===== src/rtl/usb_irq_pkg.sv =====
package usb_irq_pkg;
    localparam int DATA_W = 32;
    localparam int ADDR_W = 4;

    typedef enum logic [ADDR_W-1:0] {
        A_EP_STAT  = 4'd0,
        A_EP_IEN   = 4'd1,
        A_EP_FAST  = 4'd2,
        A_PRIO     = 4'd3,
        A_DFLAG    = 4'd4,
        A_DMA_EN   = 4'd5,
        A_EOT      = 4'd6,
        A_NDR      = 4'd7,
        A_ERR      = 4'd8,
        A_DIEN     = 4'd9,
        A_GCTRL    = 4'd10,
        A_FRAME    = 4'd11,
        A_SUMMARY  = 4'd12
    } reg_addr_e;

    localparam int N_DKIND = 3;
endpackage


===== src/rtl/usb_irq_sticky.sv =====
module usb_irq_sticky #(
    parameter int W = 8
) (
    input  logic         clk,
    input  logic         rst_n,
    input  logic [W-1:0] set_i,
    input  logic [W-1:0] clr_i,
    output logic [W-1:0] q_o
);
    logic [W-1:0] bits_d, bits_q;

    always_comb begin
        bits_d = (bits_q & ~clr_i) | set_i;
    end

    always_ff @(posedge clk or negedge rst_n) begin
        if (!rst_n) bits_q <= '0;
        else        bits_q <= bits_d;
    end

    assign q_o = bits_q;
endmodule


===== src/rtl/usb_irq_route.sv =====
module usb_irq_route #(
    parameter int NUM_EP = 16
) (
    input  logic [NUM_EP-1:0] ep_pend_i,
    input  logic [NUM_EP-1:0] ep_fast_i,
    input  logic              frame_pend_i,
    input  logic [1:0]        prio_i,
    output logic              hp_o,
    output logic              lp_o
);
    logic fast_any, slow_any, pick_frame, pick_fast;

    always_comb begin
        fast_any   = |(ep_pend_i & ep_fast_i);
        slow_any   = |(ep_pend_i & ~ep_fast_i);
        pick_frame = prio_i[0] & ~prio_i[1];
        pick_fast  = prio_i[1] & ~prio_i[0];
        hp_o = (pick_frame & frame_pend_i) | (pick_fast & fast_any);
        lp_o = slow_any
             | (~pick_frame & frame_pend_i)
             | (~pick_fast & fast_any);
    end
endmodule


===== src/rtl/usb_irq_dma_agg.sv =====
module usb_irq_dma_agg
    import usb_irq_pkg::*;
#(
    parameter int NUM_EP = 16
) (
    input  logic [N_DKIND-1:0][NUM_EP-1:0] kind_i,
    input  logic [N_DKIND-1:0]             kind_en_i,
    output logic [N_DKIND-1:0]             summary_o,
    output logic                           req_o
);
    for (genvar k = 0; k < N_DKIND; k++) begin : g_kind
        assign summary_o[k] = |kind_i[k];
    end

    assign req_o = |(summary_o & kind_en_i);
endmodule


===== src/rtl/usb_irq_router.sv =====
module usb_irq_router
    import usb_irq_pkg::*;
#(
    parameter int NUM_EP   = 16,
    parameter int NUM_CTRL = 2
) (
    input  logic              clk,
    input  logic              rst_n,
    input  logic              bus_sel,
    input  logic              bus_we,
    input  logic [3:0]        bus_addr,
    input  logic [31:0]       bus_wdata,
    output logic [31:0]       bus_rdata,
    input  logic [NUM_EP-1:0] ep_evt,
    input  logic              frame_evt,
    input  logic [NUM_EP-1:0] dma_eot_evt,
    input  logic [NUM_EP-1:0] dma_ndr_evt,
    input  logic [NUM_EP-1:0] dma_err_evt,
    output logic [NUM_EP-1:0] dma_svc,
    output logic              req_hp,
    output logic              req_lp,
    output logic              req_dma,
    output logic              irq
);
    localparam logic [NUM_EP-1:0] CTRL_MASK = NUM_EP'((64'd1 << NUM_CTRL) - 64'd1);

    typedef struct packed {
        logic [NUM_EP-1:0]  ien;
        logic [NUM_EP-1:0]  fast;
        logic [NUM_EP-1:0]  dma_en;
        logic [1:0]         prio;
        logic [N_DKIND-1:0] dien;
        logic               gen;
        logic               irq;
    } cfg_t;

    cfg_t cfg_d, cfg_q;

    logic                           wr;
    logic [NUM_EP-1:0]              wv;
    logic [NUM_EP-1:0]              ep_stat_q, dreq_q, ep_clr, dreq_clr;
    logic [NUM_EP-1:0]              ep_set, dreq_set;
    logic [NUM_EP-1:0]              ien_q, ep_fast_q;
    logic [1:0]                     prio_q;
    logic [N_DKIND-1:0]             dien_q;
    logic                           gen_q;
    logic [N_DKIND-1:0][NUM_EP-1:0] dk_q, dk_set, dk_clr;
    logic [N_DKIND-1:0]             dsum;
    logic                           frame_q, frame_clr;

    assign wr = bus_sel & bus_we;
    assign wv = bus_wdata[NUM_EP-1:0];

    // event steering: control or enabled endpoints interrupt, others flag DMA
    assign ep_set   = ep_evt & (CTRL_MASK | cfg_q.ien);
    assign dreq_set = ep_evt & ~CTRL_MASK & ~cfg_q.ien;
    assign ep_clr   = (wr && bus_addr == A_EP_STAT) ? wv : '0;
    assign dreq_clr = (wr && bus_addr == A_DFLAG)   ? wv : '0;
    assign frame_clr = wr && bus_addr == A_FRAME && bus_wdata[0];

    usb_irq_sticky #(.W(NUM_EP)) u_ep_stat (
        .clk(clk), .rst_n(rst_n), .set_i(ep_set), .clr_i(ep_clr), .q_o(ep_stat_q)
    );
    usb_irq_sticky #(.W(NUM_EP)) u_dflag (
        .clk(clk), .rst_n(rst_n), .set_i(dreq_set), .clr_i(dreq_clr), .q_o(dreq_q)
    );
    usb_irq_sticky #(.W(1)) u_frame (
        .clk(clk), .rst_n(rst_n), .set_i(frame_evt), .clr_i(frame_clr), .q_o(frame_q)
    );

    assign dk_set[0] = dma_eot_evt;
    assign dk_set[1] = dma_ndr_evt;
    assign dk_set[2] = dma_err_evt;

    for (genvar k = 0; k < N_DKIND; k++) begin : g_dk
        assign dk_clr[k] = (wr && bus_addr == 4'(int'(A_EOT) + k)) ? wv : '0;
        usb_irq_sticky #(.W(NUM_EP)) u_dk (
            .clk(clk), .rst_n(rst_n), .set_i(dk_set[k]), .clr_i(dk_clr[k]), .q_o(dk_q[k])
        );
    end

    usb_irq_route #(.NUM_EP(NUM_EP)) u_route (
        .ep_pend_i(ep_stat_q), .ep_fast_i(cfg_q.fast), .frame_pend_i(frame_q),
        .prio_i(cfg_q.prio), .hp_o(req_hp), .lp_o(req_lp)
    );

    usb_irq_dma_agg #(.NUM_EP(NUM_EP)) u_dagg (
        .kind_i(dk_q), .kind_en_i(cfg_q.dien), .summary_o(dsum), .req_o(req_dma)
    );

    always_comb begin
        cfg_d = cfg_q;
        if (wr) begin
            unique case (bus_addr)
                A_EP_IEN: cfg_d.ien    = wv;
                A_EP_FAST: cfg_d.fast  = wv;
                A_PRIO:   cfg_d.prio   = bus_wdata[1:0];
                A_DMA_EN: cfg_d.dma_en = wv;
                A_DIEN:   cfg_d.dien   = bus_wdata[N_DKIND-1:0];
                A_GCTRL:  cfg_d.gen    = bus_wdata[0];
                default: ;
            endcase
        end
        cfg_d.irq = cfg_q.gen & (req_hp | req_lp | req_dma);
    end

    always_ff @(posedge clk or negedge rst_n) begin
        if (!rst_n) cfg_q <= '0;
        else        cfg_q <= cfg_d;
    end

    always_comb begin
        bus_rdata = '0;
        unique case (bus_addr)
            A_EP_STAT: bus_rdata[NUM_EP-1:0]  = ep_stat_q;
            A_EP_IEN:  bus_rdata[NUM_EP-1:0]  = cfg_q.ien;
            A_EP_FAST: bus_rdata[NUM_EP-1:0]  = cfg_q.fast;
            A_PRIO:    bus_rdata[1:0]         = cfg_q.prio;
            A_DFLAG:   bus_rdata[NUM_EP-1:0]  = dreq_q;
            A_DMA_EN:  bus_rdata[NUM_EP-1:0]  = cfg_q.dma_en;
            A_EOT:     bus_rdata[NUM_EP-1:0]  = dk_q[0];
            A_NDR:     bus_rdata[NUM_EP-1:0]  = dk_q[1];
            A_ERR:     bus_rdata[NUM_EP-1:0]  = dk_q[2];
            A_DIEN:    bus_rdata[N_DKIND-1:0] = cfg_q.dien;
            A_GCTRL:   bus_rdata[0]           = cfg_q.gen;
            A_FRAME:   bus_rdata[0]           = frame_q;
            A_SUMMARY: bus_rdata[5:0]         = {dsum, req_dma, req_hp, req_lp};
            default: ;
        endcase
    end

    assign ien_q     = cfg_q.ien;
    assign ep_fast_q = cfg_q.fast;
    assign prio_q    = cfg_q.prio;
    assign dien_q    = cfg_q.dien;
    assign gen_q     = cfg_q.gen;
    assign dma_svc   = dreq_q & cfg_q.dma_en;
    assign irq       = cfg_q.irq;
endmodule


===== config.mk =====
export PLATFORM = sky130hd
export DESIGN_NAME = usb_irq_router
export DESIGN_NICKNAME = d
export VERILOG_FILES = /design/src/rtl/usb_irq_pkg.sv /design/src/rtl/usb_irq_sticky.sv /design/src/rtl/usb_irq_route.sv /design/src/rtl/usb_irq_dma_agg.sv /design/src/rtl/usb_irq_router.sv
export SDC_FILE = /design/constraint.sdc
export NUM_CORES = 1
export LEC_CHECK = 0
export ABC_AREA = 0
export BUFFER_PORTS_ARGS = -buffer_cell sky130_fd_sc_hd__buf_4
export CORE_MARGIN = 2
export CORE_UTILIZATION = 31
export DETAILED_ROUTE_END_ITERATION = 6
export MAX_ROUTING_LAYER = met4
export SLEW_MARGIN = 20
export SYNTH_ARGS = -nofsm -noshare
export SYNTH_HDL_FRONTEND = slang
export SYNTH_SLANG_ARGS = --single-unit

===== constraint.sdc =====
create_clock -name clk -period 5.4 [get_ports clk]
set_input_delay 1.08 -clock clk [delete_from_list [all_inputs] [get_ports clk]]
set_output_delay 1.08 -clock clk [all_outputs]
set_load 0.1 [all_outputs]

==> flow_results.org <==
** STA
- Least-Margin Pin Slew :: approximately 1100 ps
- TNS Setup :: 0 ps
- Clock skew after layout :: 10.4 ps
- The worst pin sits at a relative slew slack of ~30%.
- Total count of hold-check failures in the final report :: 0
- Setup repair after global routing left no endpoint under its margin.
- Derived from the worst setup path, the maximum achievable clock frequency is ~230 MHz.
- The final max-slew violation count was 0.
- The clock period could shrink to 4300 ps.
- The worst path uses 79.7% of the clock period.
- Setup violation total in the final timing report :: 0

** Logic synthesis
- Syn avg cell area :: around 11 um2
- Share of synthesized cell area in and, or, nand and nor gates :: between 10% and 20%
- Area share of the largest cell type after synthesis :: 50.8%
- The synthesized netlist devotes 0% of its cell area to adder and majority cells.
- The share of the Yosys chip area taken by registers is about half.
- Most instantiated library cell after synthesis :: sky130_fd_sc_hd__dfrtp_1
- In the synthesized netlist, mux cells make up 7.34% of the area.
- Dominant combinational cell family by area after synthesis :: compound AO/OA/AOI/OAI gates
- Yosys warning total :: 0
- For this run, asynchronously set or reset flops after synthesis account for 100%.
- The most used flip-flop cell after synthesis is sky130_fd_sc_hd__dfrtp_1.
- Summed instance area of the synthesized netlist :: 6700 um2
- Counting distinct cell types in the post-synthesis netlist gives 45.
- Sorting the synthesized cells by area gives the leading types as sky130_fd_sc_hd__dfrtp_1 (51%), sky130_fd_sc_hd__mux2_2 (6.2%), sky130_fd_sc_hd__nand2_1 (6.1%), sky130_fd_sc_hd__a21o_1 (5.6%), sky130_fd_sc_hd__a22o_1 (5.2%).
- Synthesis produced a netlist whose cell count is 635.
- Synth Area in Compound Gates :: 20.8%
- The synthesized netlist devotes 0% of its cell area to XOR and XNOR gates.
- Ranked by instance count, the synthesized netlist is headed by sky130_fd_sc_hd__dfrtp_1 (136), sky130_fd_sc_hd__nand2_1 (108), sky130_fd_sc_hd__a21o_1 (50).
- The largest total area in the synthesized netlist belongs to sky130_fd_sc_hd__dfrtp_1.
- Register bit total from synthesis :: 136
- Number of enable-type register cells in the synthesized netlist :: 0

** Worst setup path
- The startpoint identified for the worst register-to-register timing path is g_dk[1].u_dk.q_o[3]$_DFF_PN0_.
- Count of buffering cells on the critical path with inverters included :: 3
- The critical path starts at bus_addr[3].
- Launching element type of the critical path :: input pin
- Critical path destination :: bus_rdata[14]
- Data arrival time of the critical path :: 3220 ps
- For the worst setup path, the data required time is 4320 ps.
- STA classifies the critical path endpoint as an output port.
- Library cell contributing the largest single delay on the critical path :: sky130_fd_sc_hd__nor2_1
- Setup slack on the worst flop-to-flop path :: 3310 ps
- Largest stage delay on the critical path :: 640 ps
- Delay-heaviest family, CP :: simple AND/OR/NAND/NOR gates
- Crit-path cells :: buf_4, nand2b_1, nor2_1, buf_4, a22oi_1, nand4_1, buf_4
- Worst r2r dst :: irq$_DFF_PN0_
- The critical path crosses 7 cells after its start point.
- The worst setup path is of the in2out kind.
- Cell with the most instances on the worst path :: sky130_fd_sc_hd__buf_4
- The number of cells on the worst reg-to-reg path is 5.
- Critical path peak fanout :: 14

** Job
- The tool flagged a number of max-cap violations equal to 0.

** Clock tree
- Clock latency reported for the late side of the worst-skew pair :: around 430 ps
- Counting the buffers created by CTS gives 17.
- TritonCTS built the clock tree.
- H-tree levels :: 4
- Post-CTS timing repair inserted 0 buffers for setup.
- For this design, the sink count on the clock tree is 136.
- # hold bufs at CTS :: 0
- CTS placed an instance of sky130_fd_sc_hd__clkbuf_16 at the clock tree root.
- Clock transition at path regs :: 60 ps
- The clock passes through at most 2 buffers.
- Quantity of gates resized following cts :: 0

** Floorplan
- 157 I/O pins were placed.
- Die Y :: 151 um
- The total area inside the core boundary comes to about 21000 um2.
- Die Area :: 22800 um2
- Initial cell density of the core :: 31.7%
- Die width :: 151 um
- Number of placement rows :: 53

** Routing
- The routed design has ~22000 um of wire.
- Pre-antenna DRT Iters :: 5
- Number of DRC violations after detailed routing :: 0
- In this run, the number of DRC markers left after iteration 0 of detailed routing was between 400 and 500.
- Routed Antenna Nets :: 0
- Detail-routed via count per cell :: 5.31
- Dividing the detail-routed wire length by the instance count gives 21.0 um.
- Routed vias :: 5560

** Finish
- 0 antenna diodes ended up in the layout.
- At the end of the flow, the number of nets in the layout was just under 900.
- Final cell count without fillers :: 1048
- Fillers :: 2113
- Area added between synthesis and finish :: 26.3%
- Area occupied by registers :: 3400 um2
- Cells with a size suffix above 1 make up between 20% and 30% of the layout.
- Total area of multi-input combinational cells :: 2990 um2

** Power and ir drop
- Leak :: 3.52 nW
- Sequential power share :: 38.6%
- Power density over the cells :: between 300 and 400 nW/um2
- Power share of the clock group :: 36.1%
- P_sw :: 0.00114 W
- Combinational cell fraction of total power :: 25.3%
- The worst-case IR drop observed on VDD is 0.203 mV.
- Cell-internal power :: 0.00198 W
- Of the total power, the share spent switching nets is 36.5%.

** Placement
- The congestion estimate from routability-driven global placement came to about 0.86.
- After legalization and detailed placement, the total HPWL measured 15500 um.
- The count of buffers added on input and output ports is 124.
- Instance count after placement with tap cells included :: 1016

** GRT
- Via count of the first global-routing pass :: 5547
- Initial antenna violation count :: 0
- Overall overflow remaining after global route :: 0
- Entering global routing, the biggest net connects 99 pins.
- Aggregate global-route resource usage :: between 20% and 30%
- The first global-routing pass estimated 33500 um of wire.

** Outcome
- The run finished with clean final reports.

** Worst hold path
- Hold Crit Class :: reg2reg
==> power by group through the flow <==
stage / Clock [W] / Combinational [W] / Sequential (W)
floorplan: 0 / 0.000585 / 0.00120
global placement: 0 / 0.000786 / 0.00122
detailed placement: 0 / 0.000789 / 0.00122
CTS: 0.00115 / 0.000791 / 0.00120
global route: 0.00118 / 0.000832 / 0.00122
finish: 0.00113 / 0.000788 / 0.00120
==> final cells by class <==
type,count,share of cell area (%)
flip-flops and latches,136,40.2
well taps,275,4.07
multi-input cells,439,35.4
clock inverters,15,1.67
inverters,26,1.15
clock buffers,17,5.03
repair buffers,140,12.5
==> sequential cells by signal, summed over array words and instances, names as in the netlist <==
signal / flops
u_frame.q_o: 1
ien_q: 16
prio_q: 2
dien_q: 3
irq: 1
gen_q: 1
cfg_q: 16
ep_fast_q: 16
u_ep_stat.q_o: 16
g_dk.u_dk.q_o: 48
u_dflag.q_o: 16
==> placed cells by master (no fill, tap or decap), types with 16 or more instances in the layout <==
cell                        netlist  layout
sky130_fd_sc_hd__dfrtp_1        136     136
sky130_fd_sc_hd__conb_1           1      16
sky130_fd_sc_hd__a21o_1          50      50
sky130_fd_sc_hd__o21ai_0         18      18
sky130_fd_sc_hd__a22o_1          40      40
sky130_fd_sc_hd__a22oi_1         44      44
sky130_fd_sc_hd__clkbuf_16        0      17
sky130_fd_sc_hd__inv_1           26      26
sky130_fd_sc_hd__nand2_1        108     108
sky130_fd_sc_hd__and2_1          16      16
sky130_fd_sc_hd__mux2_2          37      37
sky130_fd_sc_hd__buf_4           20     139
==> routing by layer <==
| layer | vias up | global-route usage, % | wire, um |
|---|---|---|---|
| li1 | 2545 | - | - |
| met1 | 2740 | 28.6 | 9910 |
| met2 | 249 | 30.4 | 9960 |
| met3 | 26 | 4.04 | 1640 |
| met4 | 0 | 6.54 | 462 |
| met5 | - | - | 0 |
==> stage by stage <==
step	setup slack [ps]	instance area, um2	utilization (%)	power (W)	hold WS, ps
3_5_place_dp	1150	7890	37.4	0.00201	499
6_report	1100	8460	40.1	0.00312	513
5_1_grt	1020	8460	40.1	0.00323	531
4_1_cts	1140	8460	40.1	0.00314	513
3_3_place_gp	1150	7890	37.4	0.00200	489
2_1_floorplan	1040	6750	-	0.00178	468
==> worst min-delay path by stage <==
stage               depth (start not counted)  slack (ps)                             to                          start
floorplan                                   1         470  g_dk[2].u_dk.q_o[0]$_DFF_PN0_  g_dk[2].u_dk.q_o[0]$_DFF_PN0_
finish                                      1         510           ien_q[0]$_DFFE_PN0P_           ien_q[0]$_DFFE_PN0P_
global placement                            1         490           ien_q[0]$_DFFE_PN0P_           ien_q[0]$_DFFE_PN0P_
detailed placement                          1         500           ien_q[0]$_DFFE_PN0P_           ien_q[0]$_DFFE_PN0P_
CTS                                         1         510           ien_q[0]$_DFFE_PN0P_           ien_q[0]$_DFFE_PN0P_
global route                                1         530           ien_q[0]$_DFFE_PN0P_           ien_q[0]$_DFFE_PN0P_
==> worst reg2reg max path: cells and delay by family, from the launching register on <==
kind	cells	cell delay, ps
and+or+nand+nor	3	990
AOI/OAI and AO/OA	2	550
DFF	1	430
==> logic make-up after synthesis <==
group           Yosys count
simple gates            198
compound gates          183
other cells               1
flops                   136
buf+inv                  75
mux                      42
Power figures use the tool's default switching activity.
